==> src/rtl/pcs_pkg.sv <==
package pcs_pkg;
  typedef enum logic [2:0] {
    PC_STEP = 3'd0,
    PC_PAGE = 3'd1,
    PC_FAR  = 3'd2,
    PC_CALL = 3'd3,
    PC_RET  = 3'd4
  } pc_cmd_e;
endpackage

==> src/rtl/pcs_next_sel.sv <==
module pcs_next_sel
  import pcs_pkg::*;
#(
  parameter int AW = 9,
  parameter int OW = 6
) (
  input  logic [AW-1:0] cur,
  input  logic [2:0]    cmd,
  input  logic [AW-1:0] tgt,
  input  logic [AW-1:0] stack_top,
  output logic [AW-1:0] nxt,
  output logic [AW-1:0] ret_addr,
  output logic          push,
  output logic          pop
);
  localparam int PW = AW - OW;

  logic [AW-1:0] incr;
  assign incr     = cur + AW'(1);
  assign ret_addr = incr;

  always_comb begin
    nxt  = incr;
    push = 1'b0;
    pop  = 1'b0;
    case (pc_cmd_e'(cmd))
      PC_PAGE: nxt = {cur[AW-1 -: PW], tgt[OW-1:0]};
      PC_FAR:  nxt = tgt;
      PC_CALL: begin
        nxt  = tgt;
        push = 1'b1;
      end
      PC_RET: begin
        nxt = stack_top;
        pop = 1'b1;
      end
      default: nxt = incr;
    endcase
  end
endmodule

==> src/rtl/pcs_ret_stack.sv <==
module pcs_ret_stack #(
  parameter int AW    = 9,
  parameter int DEPTH = 2
) (
  input  logic          clk,
  input  logic          rst,
  input  logic          push,
  input  logic          pop,
  input  logic [AW-1:0] push_val,
  output logic [AW-1:0] top
);
  logic [AW-1:0] slot [DEPTH];

  generate
    for (genvar i = 0; i < DEPTH; i++) begin : g_slot
      logic [AW-1:0] from_above;
      logic [AW-1:0] from_below;
      if (i == 0) begin : g_first
        assign from_above = push_val;
      end else begin : g_mid_a
        assign from_above = slot[i-1];
      end
      if (i == DEPTH - 1) begin : g_last
        assign from_below = slot[i];
      end else begin : g_mid_b
        assign from_below = slot[i+1];
      end
      always_ff @(posedge clk) begin
        if (rst)       slot[i] <= '0;
        else if (push) slot[i] <= from_above;
        else if (pop)  slot[i] <= from_below;
      end
    end
  endgenerate

  assign top = slot[0];


  push_lands_chk: assert property (@(posedge clk) disable iff (rst)
    push |=> slot[0] == $past(push_val));


  pop_keeps_bottom_chk: assert property (@(posedge clk) disable iff (rst)
    pop |=> $stable(slot[DEPTH-1]));


  idle_hold_chk: assert property (@(posedge clk) disable iff (rst)
    (!push && !pop) |=> $stable(slot[0]) && $stable(slot[DEPTH-1]));

  generate
    if (DEPTH > 1) begin : g_pop_chk

      pop_shift_chk: assert property (@(posedge clk) disable iff (rst)
        pop |=> slot[0] == $past(slot[1]));

      push_shift_chk: assert property (@(posedge clk) disable iff (rst)
        push |=> slot[1] == $past(slot[0]));
    end
  endgenerate
endmodule

==> src/rtl/pc_stack_unit.sv <==
module pc_stack_unit
  import pcs_pkg::*;
#(
  parameter int AW    = 9,
  parameter int OW    = 6,
  parameter int DEPTH = 2
) (
  input  logic           clk,
  input  logic           rst,
  input  logic [2:0]     cmd,
  input  logic [AW-1:0]  tgt,
  output logic [AW-1:0]  pc,
  output logic [AW-OW-1:0] page,
  output logic [OW-1:0]  offset
);
  localparam int PW = AW - OW;

  logic [AW-1:0] pc_q;
  logic [AW-1:0] pc_d;
  logic [AW-1:0] ret_addr;
  logic [AW-1:0] stack_top;
  logic          push;
  logic          pop;

  pcs_next_sel #(.AW(AW), .OW(OW)) u_sel (
    .cur       (pc_q),
    .cmd       (cmd),
    .tgt       (tgt),
    .stack_top (stack_top),
    .nxt       (pc_d),
    .ret_addr  (ret_addr),
    .push      (push),
    .pop       (pop)
  );

  pcs_ret_stack #(.AW(AW), .DEPTH(DEPTH)) u_stack (
    .clk      (clk),
    .rst      (rst),
    .push     (push),
    .pop      (pop),
    .push_val (ret_addr),
    .top      (stack_top)
  );

  always_ff @(posedge clk) begin
    if (rst) pc_q <= '0;
    else     pc_q <= pc_d;
  end

  assign pc     = pc_q;
  assign page   = pc_q[AW-1 -: PW];
  assign offset = pc_q[OW-1:0];


  step_incr_chk: assert property (@(posedge clk) disable iff (rst)
    (cmd == 3'd0) |=> pc == $past(pc) + AW'(1));


  page_keep_chk: assert property (@(posedge clk) disable iff (rst)
    (cmd == 3'd1) |=> pc[AW-1 -: PW] == $past(pc[AW-1 -: PW])
                      && pc[OW-1:0] == $past(tgt[OW-1:0]));


  far_load_chk: assert property (@(posedge clk) disable iff (rst)
    (cmd == 3'd2 || cmd == 3'd3) |=> pc == $past(tgt));


  unused_step_chk: assert property (@(posedge clk) disable iff (rst)
    (cmd > 3'd4) |=> pc == $past(pc) + AW'(1));


  ret_src_chk: assert property (@(posedge clk) disable iff (rst)
    (cmd == 3'd4) |=> pc == $past(stack_top));
endmodule

==> config.mk <==
export PLATFORM = sky130hd
export DESIGN_NAME = pc_stack_unit
export DESIGN_NICKNAME = d
export VERILOG_FILES = /design/src/rtl/pcs_pkg.sv /design/src/rtl/pcs_next_sel.sv /design/src/rtl/pcs_ret_stack.sv /design/src/rtl/pc_stack_unit.sv
export SDC_FILE = /design/constraint.sdc
export NUM_CORES = 1
export LEC_CHECK = 0
export BUFFER_PORTS_ARGS = -buffer_cell sky130_fd_sc_hd__buf_4
export CAP_MARGIN = 10
export CORE_UTILIZATION = 29
export CTS_CLUSTER_SIZE = 24
export DETAILED_ROUTE_END_ITERATION = 10
export PLACE_DENSITY_LB_ADDON = 0.25
export SYNTH_ARGS = -nofsm -noshare
export SYNTH_HDL_FRONTEND = slang
export SYNTH_SLANG_ARGS = --single-unit
==> constraint.sdc <==
create_clock -name clk -period 2.6 [get_ports clk]
set_clock_uncertainty 0.1 [all_clocks]
set_input_delay 0.39 -clock clk [delete_from_list [all_inputs] [get_ports clk]]
set_output_delay 0.39 -clock clk [all_outputs]
set_load 0.02 [all_outputs]
After elaboration in Yosys (flattened, before gate mapping):

Memories as Yosys holds them, arrays and structs flattened.
Cells that the tools add are included.

* add/subtract/negate cells: 1
* reductions and logical operators: 1
* muxes and demuxes: 16
* bitwise gates (word level): 4
* equal/unequal tests: 4

Operators with widths (count)
* 9-bit two-way mux: 4
* 9-bit case mux with 3 select lines: 1
* 1-bit two-way mux: 11
* 9-bit by 1-bit adder with 9-bit output, second input constant: 1
* 3-bit by 2-bit equality test with 1-bit output, second input constant: 2
* 1-bit OR: 4
* 3-bit by 1-bit equality test with 1-bit output, second input constant: 1
* 3-bit equality test, second input constant: 1
* 2-bit OR reduction: 1

* output and inout bits: 18
* memories: 1
* logic and storage cells: 29
* input bits: 14
* register bits after elaboration: 9
* bits in writable memories: 18

Memories
* u_stack.slot: words 2, width 9, rd ports 2, clocked after Yosys merged registers in 0, wr ports 2, line pcs_ret_stack.sv:12 `logic [AW-1:0] slot [DEPTH];`

Logic depth before layout (Yosys ltp):

* word-level depth: 7
* gate-level depth with buffers: 6
* mapped depth without buffers: 5

By module:

Synthesis repeated with hierarchy kept, for this count alone.

* cells, all modules: 153
* area total of the unflattened synthesis: 1594.0 µm²

By module, submodules not included
* pcs_ret_stack: area an instance 735.7 µm², cells an instance 43, seq. area each 540.5 µm², times used 1
* pcs_next_sel: area an instance 554.3 µm², cells an instance 83, seq. area each 0.0 µm², times used 1
* pc_stack_unit: area an instance 304.0 µm², cells an instance 27, seq. area each 180.2 µm², times used 1

Least setup slack after synthesis:

No wires, ideal clock.

* path kind: in2reg
* start point: input cmd[2]
* end point: memory u_stack.slot[0][0] (enable)
* path slack: 0.879 ns
* data arrival time: 1.278 ns
* data required time: 2.157 ns
* buffers on the path: 2
* stages: 4
* library setup time: 0.343 ns
* cells stage by stage: buf_4 -> or3b_1 -> buf_6 -> nand3_1

RTL lines
* start, declared: line pc_stack_unit.sv:10 `input logic [2:0] cmd,`
* end, declared: line pcs_ret_stack.sv:12

Worst setup path after layout:

* start point: register pc_q[0] (netlist: pc[0])
* end point: register pc_q[4] (netlist: pc[4])

* word-level cells in the longest chain between the ends: 2

Ends and longest elaborated chain
* start, declared: line pc_stack_unit.sv:18 `logic [AW-1:0] pc_q;`
* start signal, assigned: line pc_stack_unit.sv:47 `else pc_q <= pc_d;`
* 9-bit by 1-bit adder with 9-bit output: line pcs_next_sel.sv:19 `assign incr = cur + AW'(1);`
* 9-bit case mux with 3 select lines: line pcs_next_sel.sv:26 `case (pc_cmd_e'(cmd))`

Every way passes these cells.
A chain may end at the register's enable or synchronous reset.

==> out/qor.txt <==
Hold_ws: 311 ps
Placer congestion estimate: 0.809
Commonest non-fill, non-tap cell in the layout: buf_4
Final setup viols: 0
Pleak: 0.689 nW
Core Rows: 26
Register area share after synthesis: 47.2%
Share of layout cells above drive strength 1: 23.7%
Post-DP HPWL: 2.63 mm
R2R cell count: 5
Total power draw: 947 uW
Synthesized flop and latch total: 27
WS Path Type: reg -> reg
Setup Fix Bufs, Post-CTS: 0
ANT cells: 0
Clock H-tree levels: 1
Critical Path Start Type: flop
Syn Inst Count: 150
Min-delay src: rst
Worst path required time: 2680 ps
Clock Tree Root: clkbuf_8
Die Wd: 74.6 um
Hold Path End: pc[0]$_SDFF_PP0_
Slew Limit Headroom: 68.6%
Final setup margin: 804 ps
Leading cell types in the layout, fill and taps excluded: buf_4 (31), edfxtp_1 (18), nand2_1 (14), nor2_1 (14)
Cell accounting for the most synthesized area: edfxtp_1
RR Startpoint: pc[0]$_SDFF_PP0_
Critical R2R Capture: pc[4]$_SDFF_PP0_
Pwr Density: 531 mW/mm^2
Num CTS Buffers: 3
Unique masters post-synth: 44
Top_reg_cell synth: edfxtp_1
Port Buf Inserts: 31
FFs w/ async S/R, synth: 0%
Post-synthesis area per instance: 10.2 sq um
Slew Limit Fails: 0
Drt drc: 0
Pre-Repair DR Iteration Count: 4
Dominant cells by area after synthesis: edfxtp_1 (35%), dfxtp_1 (12%), buf_4 (4.9%)
Number of hold buffers added after CTS: 0
Vias post-DR: 1209
Place WS: 573 ps
Sink Count: 27
Routed len/inst: 14.8 um
CTS tree: done
Post-Route WL: 3.53 mm
Status: finished clean
Hold Path Cell Cnt: 2
Unrepaired setup endpoints after global routing: no
Vias in the first global route: 1105
Multi-input gate area in the final layout: 693 sq um
CP max FO: 9
Fin cells: 239
I/O Pins: 32
Die Height: 74.6 um
Overflow after GRT: 0
Final core occ: 35.1%
Post-cts resize count: 0
Final period util: 69.1%
Insertion delay to the later sink of the worst-skew pair: 270 ps
Filler cell count in the final layout: 536
Maxcap violations: 0
Worst path arrival time: 1880 ps
Placed insts: 235
Die area: 0.00556 sq mm
EDFF count, synth: 18
Cell Chain, Critical Path: ha_1 > nand3_1 > xnor2_1 > nor2_1 > o32ai_1
Largest net degree at the start of global routing: 20
FMAX: 557 MHz
Iter 0 DRT Violations: 101
First-pass GRT wire length: 5.46 mm
Final Cell Area: 0.00178 sq mm
Largest stage delay on the critical path: 510 ps
Final Critical Period: 1800 ps
YS warnings: 0
Area grow syn2layout: 16.7%
Placed instance area: 0.00174 sq mm
Total track usage: 13.0%
Hold Crit Class: in -> reg
FF+latch area: 721 sq um
Total Nets Final: 185
Aggregate negative setup slack: 0 ps
Initial core utilization: 30.1%
Initial antenna violation count: 0
ANT nets after route: 0
Peak VDD IR: 208 uV
Hold Fails Final Rpt: 0
CP endpoint kind: flop
Worst-Margin Slew: 471 ps
Cell Area, Synth: 0.00153 sq mm
Clk slew on worst S/H paths: 100 ps
CP max-delay cell: dfxtp_1
Via density: 5.06
Clk buf depth: 2
Share of Yosys cell area claimed by the top area cell type: 35.4%
Total nets after synthesis: 165
Core ar.: 0.00507 sq mm
Worst R2R Setup Slack: 800 ps
## worst max path at each step
| stage | slack, ps | depth (start not counted) | to | startpoint |
|---|---|---|---|---|
| floorplan | 880 | 4 | u_stack.slot[0][0]$_DFFE_PP_ | cmd[2] |
| CTS | 800 | 5 | pc[4]$_SDFF_PP0_ | pc[0]$_SDFF_PP0_ |
| global route | 620 | 5 | pc[4]$_SDFF_PP0_ | pc[0]$_SDFF_PP0_ |
| global placement | 620 | 3 | u_stack.slot[0][3]$_DFFE_PP_ | cmd[2] |
| detailed placement | 570 | 3 | u_stack.slot[0][5]$_DFFE_PP_ | cmd[2] |
| finish | 800 | 5 | pc[4]$_SDFF_PP0_ | pc[0]$_SDFF_PP0_ |
## flip-flops by register name (all words and copies together) (netlist names)
name          flops
pc                9
u_stack.slot     18
## kinds of logic (layout without fill, tap and decap cells)
logic type | Yosys count | in the layout | synth area share (%)
simple gates | 60 | 60 | 21.5
fa+ha+maj | 1 | 1 | 0.819
compound gates | 38 | 38 | 19.1
xor+xnor | 7 | 7 | 4.01
buf+inv | 17 | 36 | 7.45
flops | 27 | 27 | 47.2
## cell type report
cell class / instances / share of cell area (%)
Clock buffer: 4 / 2.53
Inverter: 1 / 0.211
Multi-Input combinational cell: 106 / 38.9
Sequential cell: 27 / 40.4
Tap cell: 70 / 4.91
Timing Repair Buffer: 31 / 13.1
## report_power, final
part	internal (mW)	switching (mW)
Combinational	0.0789	0.106
Clock	0.110	0.134
Sequential	0.489	0.0295
Total	0.678	0.270
## critical path: cells and delay by family, from the launching register on
kind	cells	cell delay [ps]
adders and majority gates	1	340
xor gates and xnor gates	1	280
AOI/OAI and AO/OA	1	270
and+or+nand+nor	2	200
DFF	1	510
## Yosys cell counts (2+ instances only)
library cell  number
and2_1             9
o21ai_0            7
nand3b_1           3
o21ai_1            2
o211ai_1           2
nand3_1            5
a211o_1            3
a22o_1             5
nand4_1            3
o22ai_1            2
o32ai_1            2
xnor2_1            5
or3b_1             3
dfxtp_1            9
edfxtp_1          18
nor2_1            14
buf_2              4
a21oi_1            5
xor2_1             2
buf_4             10
nand2_1           14
## per-layer routing
layer | routed length [um] | GRT usage [%] | up-vias | share of wire (%)
met5 | 0 | 0 | - | 0
li1 | - | - | 582 | -
met2 | 1630 | 20.3 | 35 | 46
met4 | 23 | 1.89 | 0 | 0.65
met3 | 183 | 3.12 | 2 | 5.2
met1 | 1690 | 18.6 | 590 | 48
No activity file was read; power rests on OpenSTA's default activity.
